[config.mk]
export PLATFORM = sky130hd
export DESIGN_NAME = ordering_store_buffer
export DESIGN_NICKNAME = d
export VERILOG_FILES = /design/src/rtl/sb_pkg.sv /design/src/rtl/sb_forward.sv /design/src/rtl/sb_drain_pick.sv /design/src/rtl/ordering_store_buffer.sv
export SDC_FILE = /design/constraint.sdc
export NUM_CORES = 1
export LEC_CHECK = 0
export ABC_AREA = 1
export BUFFER_PORTS_ARGS = -buffer_cell sky130_fd_sc_hd__buf_2
export CAP_MARGIN = 5
export CORE_MARGIN = 8
export CORE_UTILIZATION = 40
export DETAILED_ROUTE_END_ITERATION = 7
export GPL_TIMING_DRIVEN = 0
export SLEW_MARGIN = 20
export SYNTH_ARGS = -nofsm -noshare
export SYNTH_HDL_FRONTEND = slang
export SYNTH_HIERARCHICAL = 1
export SYNTH_SLANG_ARGS = --single-unit
[constraint.sdc]
create_clock -name clk -period 7.2 [get_ports clk]
set_input_delay 0.36 -clock clk [delete_from_list [all_inputs] [get_ports clk]]
set_output_delay 0.36 -clock clk [all_outputs]
set_load 0.05 [all_outputs]
[src/rtl/sb_pkg.sv]
package sb_pkg;
    typedef enum logic [1:0] {
        MODE_SEQ = 2'd0,
        MODE_TSO = 2'd1,
        MODE_PSO = 2'd2,
        MODE_ALT = 2'd3
    } order_mode_e;

    typedef enum logic [1:0] {
        OP_LOAD  = 2'd0,
        OP_STORE = 2'd1,
        OP_FENCE = 2'd2,
        OP_NONE  = 2'd3
    } req_op_e;
endpackage

[src/rtl/sb_forward.sv]
module sb_forward #(
    parameter int DEPTH = 4,
    parameter int AW    = 8,
    parameter int DW    = 16,
    localparam int CW   = $clog2(DEPTH + 1)
) (
    input  logic [CW-1:0]              count_i,
    input  logic [DEPTH-1:0][AW-1:0]   ent_addr_i,
    input  logic [DEPTH-1:0][DW-1:0]   ent_data_i,
    input  logic [AW-1:0]              look_addr_i,
    output logic                       hit_o,
    output logic [DW-1:0]              data_o
);
    // Entries are kept oldest-first, so the last match in the scan is the youngest.
    always_comb begin
        hit_o  = 1'b0;
        data_o = '0;
        for (int i = 0; i < DEPTH; i++) begin
            if (i < int'(count_i) && ent_addr_i[i] == look_addr_i) begin
                hit_o  = 1'b1;
                data_o = ent_data_i[i];
            end
        end
    end
endmodule

[src/rtl/sb_drain_pick.sv]
module sb_drain_pick #(
    parameter int DEPTH = 4,
    parameter int AW    = 8,
    localparam int CW   = $clog2(DEPTH + 1),
    localparam int IW   = (DEPTH > 1) ? $clog2(DEPTH) : 1
) (
    input  logic [CW-1:0]            count_i,
    input  logic [DEPTH-1:0][AW-1:0] ent_addr_i,
    input  logic                     relaxed_i,
    output logic [IW-1:0]            pick_o
);
    logic free_slot;

    // In-order modes always drain the head. The relaxed mode takes the youngest
    // entry that has no older entry to the same address.
    always_comb begin
        pick_o    = '0;
        free_slot = 1'b0;
        for (int i = 0; i < DEPTH; i++) begin
            free_slot = (i < int'(count_i));
            for (int j = 0; j < DEPTH; j++) begin
                if (j < i && ent_addr_i[j] == ent_addr_i[i]) begin
                    free_slot = 1'b0;
                end
            end
            if (relaxed_i && free_slot) begin
                pick_o = IW'(i);
            end
        end
    end
endmodule

[src/rtl/ordering_store_buffer.sv]
module ordering_store_buffer #(
    parameter int DEPTH = 4,
    parameter int AW    = 8,
    parameter int DW    = 16
) (
    input  logic          clk,
    input  logic          rst_n,
    input  logic [1:0]    mode_i,
    input  logic          req_valid_i,
    output logic          req_ready_o,
    input  logic [1:0]    req_op_i,
    input  logic [AW-1:0] req_addr_i,
    input  logic [DW-1:0] req_wdata_i,
    output logic          rsp_valid_o,
    output logic [DW-1:0] rsp_data_o,
    output logic          mem_req_o,
    output logic          mem_we_o,
    output logic [AW-1:0] mem_addr_o,
    output logic [DW-1:0] mem_wdata_o,
    input  logic          mem_gnt_i,
    input  logic [DW-1:0] mem_rdata_i
);
    import sb_pkg::*;

    localparam int CW = $clog2(DEPTH + 1);
    localparam int IW = (DEPTH > 1) ? $clog2(DEPTH) : 1;

    typedef struct packed {
        logic [DEPTH-1:0][AW-1:0] addr;
        logic [DEPTH-1:0][DW-1:0] data;
        logic [CW-1:0]            count;
        logic                     rsp_valid;
        logic [DW-1:0]            rsp_data;
    } sb_state_t;

    sb_state_t   st_d, st_q;
    order_mode_e mode;
    req_op_e     op;
    logic        strict_ord, relaxed_wr, buf_empty, buf_full;
    logic        fwd_hit;
    logic [DW-1:0] fwd_data;
    logic [IW-1:0] drain_idx;
    logic        load_port, drain_go, accept, push_go, load_go;

    assign mode       = order_mode_e'(mode_i);
    assign op         = req_op_e'(req_op_i);
    assign strict_ord = (mode == MODE_SEQ) || (mode == MODE_ALT);
    assign relaxed_wr = (mode == MODE_PSO);
    assign buf_empty  = (st_q.count == '0);
    assign buf_full   = (st_q.count == CW'(DEPTH));

    sb_forward #(.DEPTH(DEPTH), .AW(AW), .DW(DW)) u_fwd (
        .count_i     (st_q.count),
        .ent_addr_i  (st_q.addr),
        .ent_data_i  (st_q.data),
        .look_addr_i (req_addr_i),
        .hit_o       (fwd_hit),
        .data_o      (fwd_data)
    );

    sb_drain_pick #(.DEPTH(DEPTH), .AW(AW)) u_pick (
        .count_i    (st_q.count),
        .ent_addr_i (st_q.addr),
        .relaxed_i  (relaxed_wr),
        .pick_o     (drain_idx)
    );

    always_comb begin
        // request acceptance
        req_ready_o = 1'b0;
        unique case (op)
            OP_LOAD:  req_ready_o = (strict_ord ? buf_empty : 1'b1) && (fwd_hit || mem_gnt_i);
            OP_STORE: req_ready_o = strict_ord ? buf_empty : !buf_full;
            OP_FENCE: req_ready_o = buf_empty;
            default:  req_ready_o = 1'b1;
        endcase
        accept  = req_valid_i && req_ready_o;
        load_go = accept && (op == OP_LOAD);
        push_go = accept && (op == OP_STORE);

        // memory port: a missing load beats a drain
        load_port   = req_valid_i && (op == OP_LOAD) && !fwd_hit && (strict_ord ? buf_empty : 1'b1);
        mem_req_o   = load_port || !buf_empty;
        mem_we_o    = !load_port && !buf_empty;
        mem_addr_o  = load_port ? req_addr_i : st_q.addr[drain_idx];
        mem_wdata_o = st_q.data[drain_idx];
        drain_go    = mem_we_o && mem_gnt_i;

        // next state
        st_d = st_q;
        if (drain_go) begin
            for (int i = 0; i < DEPTH - 1; i++) begin
                if (i >= int'(drain_idx)) begin
                    st_d.addr[i] = st_q.addr[i+1];
                    st_d.data[i] = st_q.data[i+1];
                end
            end
            st_d.count = st_q.count - 1'b1;
        end
        if (push_go) begin
            st_d.addr[st_d.count[IW-1:0]] = req_addr_i;
            st_d.data[st_d.count[IW-1:0]] = req_wdata_i;
            st_d.count = st_d.count + 1'b1;
        end
        st_d.rsp_valid = load_go;
        if (load_go) begin
            st_d.rsp_data = fwd_hit ? fwd_data : mem_rdata_i;
        end
    end

    always_ff @(posedge clk) begin
        if (!rst_n) begin
            st_q <= '0;
        end else begin
            st_q <= st_d;
        end
    end

    assign rsp_valid_o = st_q.rsp_valid;
    assign rsp_data_o  = st_q.rsp_data;

    // occupancy never passes capacity
    a_r8_count_bound: assert property (@(posedge clk) disable iff (!rst_n)
        st_q.count <= CW'(DEPTH));

    // strict modes admit nothing while a store is parked
    a_r2_strict_blocks: assert property (@(posedge clk) disable iff (!rst_n)
        (strict_ord && !buf_empty) |-> !req_ready_o);

    // in TSO a granted load is never held behind parked stores
    a_r3_load_bypass: assert property (@(posedge clk) disable iff (!rst_n)
        (mode == MODE_TSO && req_valid_i && op == OP_LOAD && mem_gnt_i) |-> req_ready_o);

    // a forwarded load never reads memory
    a_r7_fwd_no_read: assert property (@(posedge clk) disable iff (!rst_n)
        (req_valid_i && req_ready_o && op == OP_LOAD && fwd_hit) |-> !(mem_req_o && !mem_we_o));

    // a fence only passes an empty buffer
    a_r9_fence_empty: assert property (@(posedge clk) disable iff (!rst_n)
        (req_valid_i && req_ready_o && op == OP_FENCE) |-> (st_q.count == '0));

    // every accepted load answers next cycle
    a_r10_rsp_next: assert property (@(posedge clk) disable iff (!rst_n)
        (req_valid_i && req_ready_o && op == OP_LOAD) |=> rsp_valid_o);

    // in TSO the write always comes from the oldest entry
    a_r4_tso_head: assert property (@(posedge clk) disable iff (!rst_n)
        (mode == MODE_TSO && mem_req_o && mem_we_o) |-> (mem_addr_o == st_q.addr[0]));
endmodule

==> impl_summary.md <==
Run status
The flow ran to the end, and the final reports show no timing, DRC or antenna violations.

Detailed routing
The count of vias placed by the detailed router is 10500. The DRC marker count from the first detailed-route iteration is around 1300. The count of nets left with antenna violations once routing finished came out at 0.

For this run, design rule violations remaining after detail routing come to 0. The first detailed-routing pass ran for 6 iterations. The routed design has roughly 36000 um of wire. In the final routed layout, each cell accounts on average for 18.1 um. Dividing the detail-routed via count by the number of cells gives 5.22.

Worst setup path
The arrival time of the worst setup path is 4.24 ns. The kind of critical path is reg2out. By instance count, the cell type seen most on the critical path is nor2_2. The delay of the slowest critical-path stage is around 0.66 ns. The data required time at the worst endpoint is 6.84 ns. The type of destination of the critical path is an output port. STA classifies the critical path startpoint as a flop. The worst setup path startpoint is st_q[105]. The reg-to-reg startpoint is st_q[105]. In this run the register-to-register setup slack is 2.79 ns. The count of cells along the worst register-to-register path is 19.

The capture point of the critical path is mem_addr_o[6]. The endpoint identified for the worst register-to-register timing path is st_q[112]. Traced cell by cell, the critical path runs through inv_1 > nand2_1 > nand4_1 > nor2_2 > nand2_2 > and2_1 > nand3b_1 > buf_4 > nor2_2 > nand3_4 > buf_6 > clkbuf_1 > nor2_1 > a31oi_1 > buf_2. The highest fanout seen on the critical path is 10. The library cell contributing the largest single delay on the critical path is dfxtp_1.

Finish
The storage element area is 2320 sq um. The layout has between 2000 and 2500 filler cells. The fraction of layout cells with a size suffix above 1 is 13.8%.

The finished layout holds 2008 standard cells, fillers aside. The net count of the finished layout is about 1800. The multi-input logic area is 5630 sq um. The area growth from synthesis to layout is 15.9%. The number of antenna diodes in the final layout is 0.

Yosys
Among all flip-flop cells after synthesis, the most frequent one is dfxtp_1. The flop and latch count out of synthesis is 116. Summing the sequential cell areas from Yosys gives 25.4% of the chip area.

The mapped cell area is 9140 sq um. Counting flops with a built-in enable in the synthesized netlist gives 0. The fraction of registers with async set or reset after synthesis is 0%.

The total of warnings raised by yosys is 6. The synthesized netlist cell count is 1600. The synthesized netlist contains 38 unique library cells. The post-synthesis area per instance is 5.71 sq um.

The synthesized net count is approximately 1700.

Placed design
In this run the tool buffered the top-level ports with 91 buffer cells. Counting tap cells, the placed design contains a total of 1976 instances. At the end of routability-driven placement, the weighted congestion stood at 0.951. The HPWL after detailed placement is 28100 um.

Timing analysis after detailed placement gives a worst setup slack of 2.95 ns.

GRT
The total overflow reported by the global router is 0. The number of antenna violations at the first check in global routing came to 0. Entering global routing, the biggest net connects 17 pins. The number of global-route vias before repair is between 9000 and 10000. In the global route stage, overall resource usage came out at 25.5%. The wire length of the first global-routing pass is 55900 um.

Floorplan
After floorplanning, the core was divided into 55 placement rows. The area of the placeable core is roughly 23000 sq um. The y dimension of the die is around 170 um.

The die covers between 20000 and 30000 sq um. The width of the chip is 167 um. Pin placement for this block handled 92 I/O pins. The initial utilization of the core area, before any placement, comes to 40.6%.

Power and ir drop
The worst voltage drop across the vdd grid is about 150 uV. For this design the ratio of total power to cell area is 239 nW/um^2. Summed over all cells, the static leakage comes to 4.86 nW.

Timing
The final-report hold violation count is 0. The clock period could shrink to about 4.6 ns. The final worst setup slack is 2.60 ns. The slew at the pin with the worst max-slew slack is 0.786 ns. Setup violations remaining at the end of the flow were counted as 0. The largest clock skew in the final design is 0.0132 ns. The final clock period utilization by the worst path is 63.9%. The setup TNS is 0 ns.

Setup repair after global routing left no endpoint under its margin. Headroom to the max-slew limit came out at 47.6%. The number of pins with negative max-slew slack in the final report was 0.

The timing-limited maximum frequency is 0.217 GHz.

Clock network
The post-CTS resize count is 0. The number of buffers added for setup after CTS is 0. The number of buffers inserted by hold repair at cts is 0. No sink is reached through more buffers than the 2 on the longest clock path. The buffer cell driving the clock tree root is clkbuf_16.

The CTS buffer count is 17. The clock transition at the register clock pins on the worst setup and hold paths after CTS is 0.07 ns. The tree built by TritonCTS fans out to 116 sinks. For the worst-skew pair, the clock arrives at the later sink with an insertion delay of around 0.44 ns. The CTS tree is built. The count of H-tree levels built during CTS is 4.

Hold path
The path class of the tightest hold or removal check is in2reg.

Run
The tool flagged a number of max-cap violations equal to 0.
## stage by stage
step / power (mW) / cell area (sq um) / utilization, % / hold WS [ns]
floorplan: 1.31 / 9140 / - / 0.441
global placement: 1.57 / 9950 / 44.2 / 0.451
detailed placement: 1.57 / 9950 / 44.2 / 0.454
CTS: 2.52 / 10600 / 47.0 / 0.230
global route: 2.64 / 10600 / 47.0 / 0.257
finish: 2.53 / 10600 / 47.0 / 0.236
## final cells by class
cell class | count | area share (%)
inverters | 160 | 5.67
clock buffers | 19 | 4.18
clock inverters | 13 | 1.84
repair buffers | 91 | 4.30
flip-flops and latches | 116 | 21.9
plain buffers | 110 | 5.50
multi-input cells | 1214 | 53.2
well taps | 285 | 3.37
## critical path: cells and delay by family, from the launching register on
kind            cells  cell delay, ns
flops               1            0.66
compound gates      1            0.23
simple gates        9            1.62
buf+inv             5            1.30
## cells in the mapped netlist (8+ instances only)
cell	number	share of area [%]
a21boi_0	8	0.66
a21oi_1	77	4.2
a21oi_2	9	0.86
a31oi_1	17	1.2
buf_2	27	1.5
buf_4	26	2.1
clkbuf_1	51	2.1
dfxtp_1	116	25
inv_1	141	5.8
inv_2	14	0.58
nand2_1	478	20
nand2_2	12	0.82
nand3_1	147	8.1
nand3_2	11	1.2
nand3b_1	15	1.2
nor2_1	263	11
o21ai_0	91	5.0
o221ai_1	11	1.1
xnor2_1	22	2.1
xor2_1	13	1.2
## registers in the layout, indices dropped and copies added, names as in the netlist
| signal | cells |
|---|---|
| st_q | 99 |
| rsp_valid_o | 1 |
| rsp_data_o | 16 |
## layer usage
| metal | up-vias | GRT usage (%) | part of all wire [%] |
|---|---|---|---|
| met1 | 4704 | 35.9 | 47 |
| met3 | 49 | 5.93 | 9.8 |
| li1 | 5260 | - | - |
| met4 | 0 | 8.04 | 2.2 |
| met5 | - | 0 | 0 |
| met2 | 472 | 37.8 | 41 |
## layout by cell type, fill, tap and decap left out, types with 8 or more instances in the layout
master | netlist | layout
clkbuf_16 | 0 | 17
nor2_1 | 263 | 263
inv_2 | 14 | 14
a21boi_0 | 8 | 8
clkbuf_1 | 51 | 52
buf_2 | 27 | 118
nand3_1 | 147 | 147
a21oi_2 | 9 | 9
o21ai_0 | 91 | 91
nand2_1 | 478 | 478
nand2_2 | 12 | 12
xor2_1 | 13 | 13
nand3_2 | 11 | 11
buf_4 | 26 | 26
dfxtp_1 | 116 | 116
xnor2_1 | 22 | 22
a21oi_1 | 77 | 77
inv_1 | 141 | 141
o221ai_1 | 11 | 11
a31oi_1 | 17 | 17
nand3b_1 | 15 | 15
## power by group
group	switching, mW	internal, mW
logic	0.590	0.224
clock network	0.354	0.594
registers	0.0812	0.685
total	1.03	1.50
## logic make-up (layout without fill, tap and decap cells)
family	after synthesis	count (layout)	synth area share, %
xor+xnor	35	35	3.36
buf+inv	270	393	12.9
compound gates	226	226	13.9
fa+ha+maj	6	6	0.822
simple gates	947	947	43.6
flops	116	116	25.4
## how the worst min path moves through the flow
stage | start | endpoint | slack [ns] | cells past startpoint
2_1_floorplan | rsp_data_o[0] | rsp_data_o[0] | 0.44 | 2
3_3_place_gp | rsp_data_o[0] | rsp_data_o[0] | 0.45 | 2
3_5_place_dp | rsp_data_o[13] | rsp_data_o[13] | 0.45 | 2
4_1_cts | req_wdata_i[9] | st_q[45] | 0.23 | 3
5_1_grt | req_wdata_i[9] | st_q[45] | 0.26 | 3
6_report | req_wdata_i[9] | st_q[45] | 0.24 | 3
(Power assumes the default switching activity.)
